File: src/rtl/pclkdiv_pkg.sv
package pclkdiv_pkg;
  localparam int CODE_W    = 2;
  localparam int MAX_RATIO = 4;
  localparam int CNT_W     = $clog2(MAX_RATIO);

  typedef enum logic [CODE_W-1:0] {
    RATE_QUARTER = 2'b00,
    RATE_FULL    = 2'b01,
    RATE_HALF    = 2'b10,
    RATE_RSVD    = 2'b11
  } rate_code_e;

  // Terminal phase value (ratio minus one) for a code
  function automatic logic [CNT_W-1:0] terminal_of(input rate_code_e c);
    case (c)
      RATE_FULL: terminal_of = CNT_W'(0);
      RATE_HALF: terminal_of = CNT_W'(1);
      default:   terminal_of = CNT_W'(MAX_RATIO - 1);
    endcase
  endfunction
endpackage

File: src/rtl/pclkdiv_ratio_reg.sv
module pclkdiv_ratio_reg
  import pclkdiv_pkg::*;
(
  input  logic              clk,
  input  logic              rst,
  input  logic              wr_en,
  input  logic [CODE_W-1:0] wr_code,
  input  logic              boundary,
  output rate_code_e        active_code,
  output logic [CNT_W-1:0]  terminal
);
  rate_code_e pend_code;
  logic       wr_ok;

  assign wr_ok = wr_en && (rate_code_e'(wr_code) != RATE_RSVD);

  always_ff @(posedge clk) begin
    if (rst) begin
      pend_code   <= RATE_QUARTER;
      active_code <= RATE_QUARTER;
    end else begin
      if (wr_ok) pend_code <= rate_code_e'(wr_code);
      if (boundary) active_code <= pend_code;
    end
  end

  assign terminal = terminal_of(active_code);

  AST_RSVD_KEEPS_PENDING: assert property (@(posedge clk) disable iff (rst)
    (wr_en && wr_code == 2'b11) |=> $stable(pend_code));
  AST_ACTIVE_NOT_RSVD: assert property (@(posedge clk) disable iff (rst)
    active_code != RATE_RSVD);
  AST_ACTIVE_MOVES_AT_BOUNDARY: assert property (@(posedge clk) disable iff (rst)
    !boundary |=> $stable(active_code));
endmodule

File: src/rtl/pclkdiv_phase_gen.sv
module pclkdiv_phase_gen
  import pclkdiv_pkg::*;
(
  input  logic             clk,
  input  logic             rst,
  input  logic [CNT_W-1:0] terminal,
  output logic             boundary,
  output logic             pulse
);
  logic [CNT_W-1:0] phase;

  assign boundary = (phase == terminal);

  always_ff @(posedge clk) begin
    if (rst) begin
      phase <= '0;
      pulse <= 1'b0;
    end else begin
      pulse <= boundary;
      if (boundary) phase <= '0;
      else          phase <= phase + CNT_W'(1);
    end
  end

  AST_PHASE_RESTART: assert property (@(posedge clk) disable iff (rst)
    boundary |=> (phase == '0));
endmodule

File: src/rtl/pclk_ratio_div.sv
module pclk_ratio_div
  import pclkdiv_pkg::*;
(
  input  logic       clk,
  input  logic       rst,
  input  logic       wr_en,
  input  logic [1:0] wr_code,
  output logic [1:0] rd_code,
  output logic       pclk_en
);
  rate_code_e       active_code;
  logic [CNT_W-1:0] terminal;
  logic             boundary;

  pclkdiv_ratio_reg u_reg (
    .clk         (clk),
    .rst         (rst),
    .wr_en       (wr_en),
    .wr_code     (wr_code),
    .boundary    (boundary),
    .active_code (active_code),
    .terminal    (terminal)
  );

  pclkdiv_phase_gen u_phase (
    .clk      (clk),
    .rst      (rst),
    .terminal (terminal),
    .boundary (boundary),
    .pulse    (pclk_en)
  );

  assign rd_code = active_code;

  AST_RD_NEVER_RSVD: assert property (@(posedge clk) disable iff (rst)
    rd_code != 2'b11);
  AST_CODE_CHANGE_WITH_PULSE: assert property (@(posedge clk) disable iff (rst)
    (rd_code != $past(rd_code)) |-> pclk_en);
  AST_FULL_RATE_HIGH: assert property (@(posedge clk) disable iff (rst)
    (rd_code == 2'b01) |-> pclk_en);
  AST_QUARTER_NO_BACK_TO_BACK: assert property (@(posedge clk) disable iff (rst)
    (rd_code == 2'b00 && pclk_en) |=> !pclk_en);
  AST_HALF_ALTERNATES: assert property (@(posedge clk) disable iff (rst)
    (rd_code == 2'b10 && $past(rd_code) == 2'b10 && !pclk_en) |=> pclk_en);
endmodule

File: config.mk
export PLATFORM = sky130hd
export DESIGN_NAME = pclk_ratio_div
export DESIGN_NICKNAME = d
export VERILOG_FILES = /design/src/rtl/pclkdiv_pkg.sv /design/src/rtl/pclkdiv_ratio_reg.sv /design/src/rtl/pclkdiv_phase_gen.sv /design/src/rtl/pclk_ratio_div.sv
export SDC_FILE = /design/constraint.sdc
export NUM_CORES = 1
export LEC_CHECK = 0
export ABC_AREA = 1
export BUFFER_PORTS_ARGS = -buffer_cell sky130_fd_sc_hd__buf_2
export CORE_AREA = 2 2 39 41
export DETAILED_ROUTE_END_ITERATION = 7
export DIE_AREA = 0 0 41 43
export GPL_TIMING_DRIVEN = 0
export HOLD_SLACK_MARGIN = 0.08
export SETUP_SLACK_MARGIN = 0.1
export SLEW_MARGIN = 20
export SYNTH_ARGS = -nofsm -noshare
export SYNTH_HDL_FRONTEND = slang
export SYNTH_SLANG_ARGS = --single-unit
File: constraint.sdc
create_clock -name clk -period 1.1 [get_ports clk]
set_input_delay 0.33 -clock clk [delete_from_list [all_inputs] [get_ports clk]]
set_output_delay 0.33 -clock clk [all_outputs]
set_load 0.1 [all_outputs]
# Yosys cells after proc, flatten, opt, wreduce, memory -nomap -nowiden
# Index checks and enable logic that the tools add are counted.
# totals
ff_bits,7
input_bits,5
output_inout_bits,3
# classes
n_addsub,1
n_eq_ne,4
n_mux,1
reduce_logical,2
# ops
cell,count
$pmux W2 S2,1
$add A2 B1 Y2 const B,1
$eq A2 B1 Y1 const B,1
$eq A2 B2 Y1,1
$eq A2 B2 Y1 const B,1
$ne A2 B2 Y1 const B,1
$reduce_or A2 Y1,1
$logic_and A1 B1 Y1,1

# Longest topological paths before layout
# Gate-level depths: netlist (run 1).
# logic_depth
word_depth,4
depth_mapped,8
ltp_nobuf,8

# Hierarchy
# From an unflattened synthesis (run 1), not the netlist that was laid out.
# unflattened
cells_unflattened,46
hier_area_um2,310.3
# by_module_without_submodules
mod,n_inst,cells_each,area_per_inst_um2,seq_area_each_um2
pclkdiv_ratio_reg,1,25,172.7,80.1
pclkdiv_phase_gen,1,21,137.6,60.1

# Worst setup path before layout (run 1)
# Ideal clock, no wire load.
# synth_timing
path_type,reg-to-reg
from,register u_reg.active_code[1]
to,register u_reg.active_code[0]
arrival_ns,1.716
setup_slack_ns,-0.732
path_stages_with_launch,9
n_path_buf,0
cell_sequence,dfxtp_1 > inv_1 > ha_1 > inv_1 > nand2_1 > nand2_2 > nand2_4 > nand3_1 > nand2_1
# synth_via
elab_chain_len,3
elab_cells_between_ends,4
# synth_lines
element,line_no,text
start: declaration,pclkdiv_ratio_reg.sv:9,"output rate_code_e active_code,"
start signal: assignment,pclkdiv_ratio_reg.sv:23,if (boundary) active_code <= pend_code;
$eq A2 B2 Y1 / $eq A2 B1 Y1 (equally long branches),pclkdiv_pkg.sv:15,case (c)
$pmux W2 S2 (*),pclkdiv_pkg.sv:15,
$eq A2 B2 Y1 (*),pclkdiv_phase_gen.sv:12,assign boundary = (phase == terminal);
# Every way passes the cells marked *; elsewhere a longest branch is shown, timed or not.
# A chain may end at the register's enable or synchronous reset.

# Worst setup path in the final report (run 1)
# layout_timing
from,register u_reg.active_code[1]
to,output port rd_code[1]
# layout_rtl
element,line_no,text
end: declaration,pclk_ratio_div.sv:8,"output logic [1:0] rd_code,"
# No word-level cell between the ends.

==> impl_metrics.ini, run 1 <==
[cts]
cts_buffer_depth = 2
numCtsBuffers = 3
cts_tree = built
hold_buffers = 0
htree_levels = 1
clk_latency_ns = 0.24
cts-root-buf = clkbuf_4
clk_pin_slew_ns = 0.05
cts.sinks = 7

[critical_path]
r2r_cells = 7
reg2reg_slack_ns = -0.01
critPathCaptureType = primary output
crit_family = flip-flops
worstPathRequired_ns = 0.77
slowest_stage = dfxtp_4
reg2reg_to = u_phase.phase[1]$_SDFF_PP0_
cp_max_fo = 3
worst_path_largest_cell_delay_ns = 0.38
crit_type = flip-flop to primary output
reg2reg_from = u_reg.active_code[1]$_SDFFE_PP0N_
critPathLaunchType = flip-flop
path_cells = buf_12
cp.arrival_ns = 0.79
crit_buf_inv = 1

[detailed_routing]
first_pass_iters = 2
avgRoutedWirePerCell_um = 8.515
met2WireLength_um = 292
drtAntennaViolNets = 0
totalWireLength_um = 579
met1Wirelength_um = 262
wl_met3_um = 23
viasPerCell = 4.000
route.vias.total = 272
drc = 0
drt_iter0_markers = 3
top_layer_used = met3

[min_path]
hp-start = rst
min_to = u_phase.pulse$_SDFF_PP0_
min_delay_path_depth = 2
hold_class = input port to flip-flop

[timing]
slew_violations = 0
rsz0062_at_grt = yes
fin_worst_skew_ns = 0.002308
tightest_slew_ns = 0.1966
period_share_pct = 102.3
holdWs_ns = 0.2672
setup_viol = 5
hold_viol_final = 0
tns_ns = -0.07233
maxSlewHeadroom_pct = 86.88
clock.fmax_mhz = 889.0
fin_ws_ns = -0.02485
min_period_ns = 1.125

[finish]
layout.nets = 59
n_fill_cell = 146
area_delta_synth_final_pct = 57.85
final_layout_size_suffix_gt1_share_pct = 48.08
finish.instance_area_um2 = 478.0
final_util_pct = 34.54
n_antenna_cell = 0
final_cell_count_no_fill = 68

[power]
leakagePower_uw = 0.0002208
p_per_area_nw_per_um2 = 1325
vdd_drop_max_uv = 597.0

[yosys]
syn_avg_cell_area_um2 = 7.570
synth_cell_types = 12
syn_area_um2 = 302.8
ys_ff_latch = 7
synth_fp_nets = 46
ys_seq_area_share_pct = 46.28
synth_cells = 40
yosys_warnings = 0

[status]
status = finished, violations left
violations = setup timing

[placed_design]
placed_cell_area_um2 = 379.1
dp_cells = 63
gp_congestion = 0.6051
io_buffers = 7
hpwl_um = 390.8

[global_route]
grt_max_degree = 7
grt_pass1_wl_um = 1000
antenna_found_initial = 0
globalRouteTotalUtil_pct = 8.972
overflow = 0
grt_pass1_vias = 243

[die]
initial_core_util_pct = 21.88
io_pins = 8
num_rows = 14
design.core.area_um2 = 1384
die_w_um = 41
dieArea_um2 = 1763
chipHeight_um = 43

[job]
max_cap_viol_count = 0
[synthesized netlist by cell type, drive strengths merged]
master / count / area (um^2)
nand2: 10 / 52.55
dfxtp: 7 / 140.1
nand3: 2 / 10.01
nor3: 1 / 5.000
xnor2: 1 / 8.760
ha: 1 / 12.51
inv: 7 / 26.28
nor2: 8 / 30.03
nand4: 2 / 12.51
o21ai: 1 / 5.000
[logic make-up after synthesis]
logic type | Yosys count | synth area share (%)
flops | 7 | 46.28
simple gates | 23 | 36.36
fa+ha+maj | 1 | 4.132
buf+inv | 7 | 8.679
compound gates | 1 | 1.651
xor+xnor | 1 | 2.893
[per-stage QoR]
stage               total power (uW)  setup WS, ns
detailed placement             386.9    -0.0007708
global route                   676.7      -0.08712
CTS                            640.4      -0.03618
global placement               384.4      0.001301
floorplan                      365.3       -0.1715
finish                         633.1      -0.02485
[power breakdown]
part | switching [uW] | internal, uW | leakage [uW]
clock network | 85.6 | 138 | 0.0000150
registers | 18.8 | 268 | 0.0000594
logic | 73.2 | 49.7 | 0.000146
total | 178 | 455 | 0.000221
[registers in the layout (all words and copies together) (netlist names)]
| register | count |
|---|---|
| u_reg.active_code | 2 |
| u_phase.pulse | 1 |
| u_reg.pend_code | 2 |
| u_phase.phase | 2 |
[layer usage]
layer | track usage, % | vias up
met5 | 0 | -
met4 | 6.000 | 0
met3 | 4.712 | 0
met2 | 12.50 | 7
met1 | 10.10 | 117
li1 | - | 148
[worst max-delay path by stage]
stage                                              to                              start  slack (ns)  depth (start not counted)
global route              u_phase.phase[0]$_SDFF_PP0_  u_reg.active_code[1]$_SDFFE_PP0N_       -0.09                          8
global placement                           rd_code[0]  u_reg.active_code[0]$_SDFFE_PP0N_       0.001                          1
floorplan           u_reg.active_code[0]$_SDFFE_PP0N_  u_reg.active_code[1]$_SDFFE_PP0N_       -0.17                          8
CTS                                        rd_code[0]  u_reg.active_code[0]$_SDFFE_PP0N_       -0.04                          1
detailed placement                         rd_code[0]  u_reg.active_code[0]$_SDFFE_PP0N_     -0.0008                          1
finish                                     rd_code[1]  u_reg.active_code[1]$_SDFFE_PP0N_       -0.02                          1
[repair_timing]
item | 4_1_cts | 5_1_grt
resized for setup | 17 | 2
endpoints found under the hold margin | 0 | 0
cloned | 0 | 0
setup endpoints to repair | 8 | 8
setup buffers | 1 | 0
pin swaps | 6 | 2
[cells in the final DEF (no fill, tap or decap)]
master / instances
inv_1: 5
dfxtp_1: 4
nand4_1: 2
nand3_2: 1
ha_4: 1
buf_12: 3
inv_4: 1
nand2_4: 2
nand3_1: 1
nor2_1: 7
dfxtp_2: 1
xnor2_1: 1
nand2_1: 4
buf_4: 1
inv_2: 1
o21ai_1: 1
dfxtp_4: 2
nand2_2: 4
clkbuf_4: 3
nor3_1: 1
buf_2: 4
clkbuf_1: 1
nor2_2: 1
[final cells by class]
cell class	count	area [um^2]	share of cell area [%]
multi-input cells	26	166.4	34.82
flip-flops and latches	7	148.9	31.15
repair buffers	8	87.58	18.32
inverters	7	28.78	6.021
clock buffers	4	26.28	5.497
well taps	16	20.02	4.188
Note: power is estimated with default switching activity, not from simulation.
==> inputs of run 2 (changes only) <==
Settings changed: CELL_PAD_IN_SITES_DETAIL_PLACEMENT set to 0, CELL_PAD_IN_SITES_GLOBAL_PLACEMENT set to 1, PLACE_DENSITY_LB_ADDON set to 0.1.
==> run 2 against run 1 <==
Compared with the run above:
- the flow still finishes with violations (setup timing)
- clock skew rose by 0.0022 ns
- via count rose by 1.8%
- register-to-register slack barely moved
- combinational power fell by 3%
- maximum frequency fell by 0.85%
- global-route usage rose by 0.48 points
- hold slack got worse by 0.0053 ns
- die area did not move
- flip-flop and latch count did not move
- non-clock buffer count fell by 1
- wire length fell by 0.35%
- core utilization fell by 1.1 points
==> impl_metrics.ini, run 2 (same netlist as run 1, synthesis figures left out) <==
[status]
status = finished, violations left
violations = setup timing

[timing]
hold_viol_final = 0
period_share_pct = 103.1
slew_violations = 0
setup_viol = 3
fin_worst_skew_ns = 0.004470
maxSlewHeadroom_pct = 88.66
tightest_slew_ns = 0.1699
clock.fmax_mhz = 881.5
fin_ws_ns = -0.03447
rsz0062_at_grt = yes
min_period_ns = 1.134

[critical_path]
cp.arrival_ns = 0.80
reg2reg_from = u_reg.active_code[1]$_SDFFE_PP0N_
cp_max_fo = 3
critPathCaptureType = primary output
cp.depth = 1
worst_path_largest_cell_delay_ns = 0.38
reg2reg_slack_ns = 0
path_cells = buf_12
worstPathRequired_ns = 0.77
slowest_stage = dfxtp_4
reg2reg_to = u_reg.active_code[1]$_SDFFE_PP0N_
critPathLaunch = u_reg.active_code[0]$_SDFFE_PP0N_
crit_buf_inv = 1
critPathLaunchType = flip-flop
endpoint = rd_code[0]
crit_family = flip-flops
r2r_cells = 8
crit_type = flip-flop to primary output

[power]
p_int_uw = 454.1
switching_share_pct = 28.55
leakagePower_uw = 0.0002151
clock_power_share_pct = 36.5
p_per_area_nw_per_um2 = 1373
netSwitchingPower_uw = 181.5
pwr-share-comb_pct = 18.7
vdd_drop_max_uv = 483.9
p_seq_share_pct = 44.8

[job]
max_cap_viol_count = 0

[global_route]
grt_max_degree = 7
overflow = 0
antenna_found_initial = 0
grt_pass1_vias = 251
grt_pass1_wl_um = 986
globalRouteTotalUtil_pct = 9.447

[detailed_routing]
drt_iter0_markers = 4
avgRoutedWirePerCell_um = 8.612
viasPerCell = 4.134
drc = 0
first_pass_iters = 4
route.vias.total = 277
drtAntennaViolNets = 0
totalWireLength_um = 577

[finish]
reg.largest.list = u_phase.phase x2, u_reg.active_code x2, u_reg.pend_code x2
n_fill_cell = 152
final_cell_mix = nor2_1, inv_1
layout.nets = 58
final_util_pct = 33.45
final_common_cell = nor2_1
n_antenna_cell = 0
area_delta_synth_final_pct = 52.89
final_layout_size_suffix_gt1_share_pct = 43.14

[cts]
cts_tree = built
cts-root-buf = clkbuf_4
numCtsBuffers = 3
cts_buffer_depth = 2
hold_buffers = 0
clk_pin_slew_ns = 0.05
cts.sinks = 7
clk_latency_ns = 0.25
htree_levels = 1

[placed_design]
gp_congestion = 0.5590
io_buffers = 7
pre_cts_ws_ns = -0.007245
hpwl_um = 474.3

[die]
die_w_um = 41
dieArea_um2 = 1763
io_pins = 8
chipHeight_um = 43
num_rows = 14
design.core.area_um2 = 1384
initial_core_util_pct = 21.88

[min_path]
hold_class = input port to flip-flop
-- run 2: per-stage QoR --
step	TNS [ns]	total power [uW]	hold WS [ns]	cell area, um^2	cells
2_1_floorplan	-0.8127	365.3	0.3893	324.1	40
3_3_place_gp	0	385.7	0.4608	379.1	63
3_5_place_dp	-0.007245	388.7	0.4682	379.1	63
4_1_cts	-0.1828	652.0	0.2516	462.9	67
5_1_grt	-0.3604	677.8	0.2533	462.9	67
6_report	-0.06896	635.6	0.2619	462.9	67
-- run 2: final cells by class --
cell class | count | area (um^2) | area share, %
Tap cell | 16 | 20.02 | 4.324
Multi-Input combinational cell | 26 | 158.9 | 34.32
Clock buffer | 4 | 26.28 | 5.676
Timing Repair Buffer | 7 | 80.08 | 17.30
Inverter | 7 | 28.78 | 6.216
Sequential cell | 7 | 148.9 | 32.16
-- run 2: power by group through the flow --
stage               logic, uW  clock network [uW]  registers, uW
detailed placement        101                   0            288
finish                    119                 232            285
global route              130                 261            287
CTS                       120                 246            285
floorplan                60.8                   0            305
global placement         99.3                   0            286
-- run 2: layer usage --
layer	track usage, %	wire [um]
met1	9.677	240
met2	11.56	287
met3	7.853	48
met4	8.000	0
met5	0	0
-- run 2: how the worst min path moves through the flow --
| stage | from | slack (ns) | to | depth (start not counted) |
|---|---|---|---|---|
| 6_report | rst | 0.26 | u_phase.pulse$_SDFF_PP0_ | 2 |
| 5_1_grt | rst | 0.25 | u_phase.pulse$_SDFF_PP0_ | 2 |
| 4_1_cts | rst | 0.25 | u_phase.pulse$_SDFF_PP0_ | 2 |
| 3_5_place_dp | u_reg.pend_code[0]$_SDFFE_PP0P_ | 0.47 | u_reg.active_code[0]$_SDFFE_PP0N_ | 2 |
| 3_3_place_gp | u_phase.phase[0]$_SDFF_PP0_ | 0.46 | u_phase.phase[0]$_SDFF_PP0_ | 1 |
| 2_1_floorplan | rst | 0.39 | u_phase.pulse$_SDFF_PP0_ | 1 |
-- run 2: what timing repair did --
action                                  in CTS  in global routing
endpoints found under the hold margin        0                  0
pin swaps                                    6                  2
resized for setup                           17                  0
setup buffers                                0                  0
endpoints found under the setup margin       8                  8
